$ cat config.mk
export PLATFORM = sky130hd
export DESIGN_NAME = interleaved_mem
export DESIGN_NICKNAME = d
export VERILOG_FILES = /design/src/rtl/interleaved_mem.sv
export SDC_FILE = /design/constraint.sdc
export NUM_CORES = 2
export LEC_CHECK = 0
export BUFFER_PORTS_ARGS = -buffer_cell sky130_fd_sc_hd__buf_2
export CAP_MARGIN = 30
export CELL_PAD_IN_SITES_DETAIL_PLACEMENT = 1
export CELL_PAD_IN_SITES_GLOBAL_PLACEMENT = 1
export CORE_UTILIZATION = 56
export DETAILED_ROUTE_END_ITERATION = 12
export MAX_ROUTING_LAYER = met4
export PLACE_DENSITY_LB_ADDON = 0.12
export SLEW_MARGIN = 20
export SYNTH_ARGS = -nofsm -noshare
export SYNTH_HDL_FRONTEND = slang
export SYNTH_SLANG_ARGS = --single-unit
$ cat constraint.sdc
create_clock -name clk -period 3.7 [get_ports clk]
set_clock_uncertainty 0.1 [all_clocks]
set_input_delay 0.37 -clock clk [delete_from_list [all_inputs] [get_ports clk]]
set_output_delay 0.37 -clock clk [all_outputs]
set_load 0.01 [all_outputs]
$ cat src/rtl/interleaved_mem.sv
module interleaved_mem #(
  parameter int ADDR_W  = 8,
  parameter int DATA_W  = 16,
  parameter int ACC_CYC = 4
) (
  input  logic              clk,
  input  logic              rst_n,
  input  logic              req_valid,
  input  logic              req_write,
  input  logic [ADDR_W-1:0] req_addr,
  input  logic [DATA_W-1:0] req_wdata,
  output logic              req_ready,
  output logic              rsp_valid,
  output logic [DATA_W-1:0] rsp_data,
  output logic [ADDR_W-1:0] rsp_addr
);
  localparam int SEL_W  = 2;
  localparam int BANKS  = 1 << SEL_W;
  localparam int WORD_W = ADDR_W - SEL_W;
  localparam int DEPTH  = 1 << WORD_W;
  localparam int CNT_W  = $clog2(ACC_CYC + 1);

  logic [SEL_W-1:0]  sel;
  logic              accept;
  logic [BANKS-1:0]  busy;
  logic [BANKS-1:0]  done;
  logic [WORD_W-1:0] bank_word [BANKS];
  logic [DATA_W-1:0] bank_data [BANKS];
  logic [SEL_W-1:0]  done_idx;
  logic [SEL_W-1:0]  rsp_bank;

  assign sel       = req_addr[SEL_W-1:0];
  assign req_ready = !busy[sel];
  assign accept    = req_valid && req_ready;

  for (genvar g = 0; g < BANKS; g++) begin : g_bank
    logic [DATA_W-1:0] store [DEPTH];
    logic [WORD_W-1:0] areg;
    logic [DATA_W-1:0] dreg;
    logic [CNT_W-1:0]  cnt;
    logic              is_wr;
    logic              hit;
    logic              last;

    assign hit  = accept && (sel == SEL_W'(g));
    assign last = (cnt == CNT_W'(1));

    always_ff @(posedge clk or negedge rst_n) begin
      if (!rst_n) begin
        cnt   <= '0;
        areg  <= '0;
        dreg  <= '0;
        is_wr <= 1'b0;
      end else if (hit) begin
        cnt   <= CNT_W'(ACC_CYC);
        areg  <= req_addr[ADDR_W-1:SEL_W];
        is_wr <= req_write;
        if (req_write) dreg <= req_wdata;
      end else if (cnt != '0) begin
        cnt <= cnt - 1'b1;
        if (last && !is_wr) dreg <= store[areg];
      end
    end

    always_ff @(posedge clk) begin
      if (last && is_wr) store[areg] <= dreg;
    end

    assign busy[g]      = (cnt != '0);
    assign done[g]      = last && !is_wr;
    assign bank_word[g] = areg;
    assign bank_data[g] = dreg;
  end

  always_comb begin
    done_idx = '0;
    for (int b = 0; b < BANKS; b++)
      if (done[b]) done_idx = SEL_W'(b);
  end

  always_ff @(posedge clk or negedge rst_n) begin
    if (!rst_n) begin
      rsp_valid <= 1'b0;
      rsp_bank  <= '0;
    end else begin
      rsp_valid <= |done;
      rsp_bank  <= done_idx;
    end
  end

  assign rsp_data = bank_data[rsp_bank];
  assign rsp_addr = {bank_word[rsp_bank], rsp_bank};
endmodule


==> impl_metrics.env <==
export IMPL_fin_ws_ps=62.6
export IMPL_grt_pass1_wl_mm=754
export IMPL_finalHoldViolCount=0
export IMPL_wl_per_cell_um=39.5
export IMPL_synthMuxAreaShare_pct=10.6
export IMPL_ant_nets=0
export IMPL_worstSetupEndpointType="register"
export IMPL_whs_ps=76.9
export IMPL_r2r_start="g_bank[0].areg[0]"
export IMPL_clk_path_buf_depth=4
export IMPL_worst_pin_slew_ps=1020
export IMPL_synth_ff_type="edfxtp_1"
export IMPL_gr_max_usage_layer="met2"
export IMPL_cap_violations=0
export IMPL_grt_pass1_vias=96681
export IMPL_yosysTopAreaCellShare_pct=75.7
export IMPL_clockRootBuffer="clkbuf_16"
export IMPL_ys_seq_area_share_pct=77.3
export IMPL_synth_top_family_by_area="multiplexers"
export IMPL_antenna_found_initial=43
export IMPL_postCtsSetupBuffers=0
export IMPL_cts_buffers=416
export IMPL_drive_above_1_share_pct=24.2
export IMPL_overflow=0
export IMPL_hold_start="req_wdata[1]"
export IMPL_p_sw_share_pct=36.1
export IMPL_yosys_area_top_type="edfxtp_1"
export IMPL_pwr_share_comb_pct=33.4
export IMPL_synth_area_um2=163000
export IMPL_critPathRequiredTime_ps=4460
export IMPL_clkLatencyLatePin_ps=990
export IMPL_critPathLaunchType="register"
export IMPL_fp_row_count=197
export IMPL_initial_core_util_pct=56.4
export IMPL_die_h_um=541
export IMPL_synth_edf_count=4096
export IMPL_cts_sinks=4203
export IMPL_min_path_type="in2reg"
export IMPL_grt_max_degree=67
export IMPL_critPathKind="reg2reg"
export IMPL_synth_warnings=0
export IMPL_final_common_cell="edfxtp_1"
export IMPL_timing_final_crit_share_pct=98.3
export IMPL_place_ws_ps=-198
export IMPL_worstPathArrival_ps=4390
export IMPL_via_per_inst=7.03
export IMPL_nNetsFinal=9481
export IMPL_status="finished clean"
export IMPL_finalSetupViolCount=0
export IMPL_coreArea_um2=288000
export IMPL_postSynthAreaPerCell_um2=18.8
export IMPL_ys_seq_elements=4203
export IMPL_synth_compound_area_share_pct=7.23
export IMPL_vias=95886
export IMPL_syn_num_nets=8664
export IMPL_max_slew_margin_pct=32.0
export IMPL_met2_usage_pct=56.8
export IMPL_globalplace_congestion=0.965
export IMPL_areaGrowthSynthToFinish_pct=15.1
export IMPL_clk_pin_slew_ps=60
export IMPL_synth_adder_area_share_pct=0.0924
export IMPL_fmaxAchievable_mhz=275
export IMPL_clkPwrFrac_pct=26.8
export IMPL_hpwl_mm=336
export IMPL_p_seq_share_pct=39.8
export IMPL_vdd_ir_drop_max_mv=0.609
export IMPL_die_w_um=541
export IMPL_p_per_area_nw_per_um2=842
export IMPL_drt_first_pass_iters=5
export IMPL_mostFrequentLayoutCells="edfxtp_1, buf_4, nor2_1"
export IMPL_drt_initial_drc_count=14201
export IMPL_netlist_top_cells_area="edfxtp_1, mux4_2, a221oi_1"
export IMPL_ios=54
export IMPL_synthCells=8624
export IMPL_drt_total_wl_mm=538
export IMPL_rsz0062_at_grt="false"
export IMPL_p_leak_nw=60.6
export IMPL_use_met1_pct=49.6
export IMPL_p_int_w=0.101
export IMPL_slew_viol_final=0
export IMPL_cts_tree="done"
export IMPL_synth_simple_area_share_pct=3.11
export IMPL_grt_total_usage_pct=37.9
export IMPL_port_buffers=53
export IMPL_dieArea_um2=292000
export IMPL_worstSetupStartpoint="g_bank[0].areg[0]"
export IMPL_gr_usage_met3_pct=7.47
export IMPL_critPathMaxFanout=21
export IMPL_drc=0
export IMPL_synth_xor_area_share_pct=0.0162
export IMPL_htreeDepth=5
export IMPL_async_flop_share_pct=2.55
export IMPL_min_period_ps=3640
export IMPL_p_switching_w=0.0568
export IMPL_yosysUniqueCellTypes=84
[through the flow]
| stage | power (W) | cell area [um^2] | utilization, % | setup TNS [ps] | instances |
|---|---|---|---|---|---|
| final | 0.157 | 187000 | 64.8 | 0 | 13636 |
| after global routing | 0.160 | 187000 | 64.8 | 0 | 13615 |
| after CTS | 0.156 | 187000 | 64.8 | 0 | 13567 |
| after detailed placement | 0.114 | 173000 | 60.0 | -198 | 12776 |
| after global placement | 0.113 | 173000 | 60.0 | -197 | 12771 |
| after floorplan | 0.0888 | 163000 | - | 0 | 8624 |
[area by class of cell]
class                   count  area, um^2
diodes                     67         168
clock buffers             547       11400
clock inverters           218        2060
fillers                 23889      101000
inverters                  25        93.8
multi-input cells        3822       34400
flip-flops and latches   4203      126000
well taps                3781        4730
repair buffers            973        8340
[worst max-delay path: stages, from the launching register on]
cell and delay (ps):
dfrtp_4 790, buf_4 300, buf_4 280, mux4_2 540
a221oi_1 750, buf_4 270, o2111ai_1 130, o221a_2 300
[final timing paths]
check                                          end  slack (ps)  cells after the start
worst max register to register  g_bank[0].dreg[14]          60                      7
min in group asynchronous        g_bank[3].dreg[5]         610                      4
max in group asynchronous        g_bank[0].dreg[0]        2450                      4
worst min-delay path             g_bank[3].dreg[1]          80                      5
worst min register to register     g_bank[0].is_wr         440                      1
worst max-delay path            g_bank[0].dreg[14]          60                      7
[power groups by stage]
stage / registers [W] / clock network, W / logic, W
global route: 0.0626 / 0.0439 / 0.0537
detailed placement: 0.0635 / 0 / 0.0510
global placement: 0.0634 / 0 / 0.0494
floorplan: 0.0645 / 0 / 0.0243
finish: 0.0626 / 0.0422 / 0.0526
CTS: 0.0625 / 0.0424 / 0.0514
[state kept, by name, summed over array words and instances (netlist names)]
signal / flops
g_bank.store: 4096
g_bank.dreg: 64
g_bank.areg: 24
g_bank.cnt: 12
g_bank.is_wr: 4
rsp_bank: 2
rsp_valid: 1
[kinds of logic after synthesis]
group           count (synthesis)
flops                        4203
compound gates               1614
simple gates                 1137
mux                          1056
buf+inv                       599
fa+ha+maj                      12
xor+xnor                        3
[layer usage]
metal	wire, um	part of all wire, %
met1	198000	37
met2	250000	47
met3	57100	11
met4	33100	6.2
met5	0	0
[cell usage after synthesis, types with 10 or more instances]
library cell / count
and3b_1: 13
and3_1: 27
o2bb2ai_1: 19
o21ai_0: 232
buf_2: 192
o22a_1: 18
o31a_1: 11
mux2_2: 163
ha_1: 12
a22o_1: 47
mux4_2: 514
a22oi_1: 246
inv_1: 17
o22ai_1: 144
a221oi_1: 438
mux2i_1: 377
a211oi_1: 18
dfrtp_1: 107
buf_4: 28
nor2_1: 579
buf_1: 55
a221o_1: 21
o2111ai_1: 12
edfxtp_1: 4096
nand4_1: 14
nor3_1: 47
a31oi_1: 49
and2_1: 22
nand2b_1: 14
or2_2: 10
nor2b_1: 31
a2111oi_0: 12
a21oi_1: 191
clkbuf_1: 295
nand3_1: 70
o21a_1: 10
a32oi_1: 20
o221ai_1: 30
nor3b_1: 13
o211ai_1: 29
nand2_1: 244
[timing repair]
item	4_1_cts	5_1_grt
resized for setup	1	2
endpoints found under the hold margin	162	0
endpoints found under the setup margin	1	2
hold buffers	26	0
pin swaps	0	1
No activity file was read; power rests on OpenSTA's default activity.
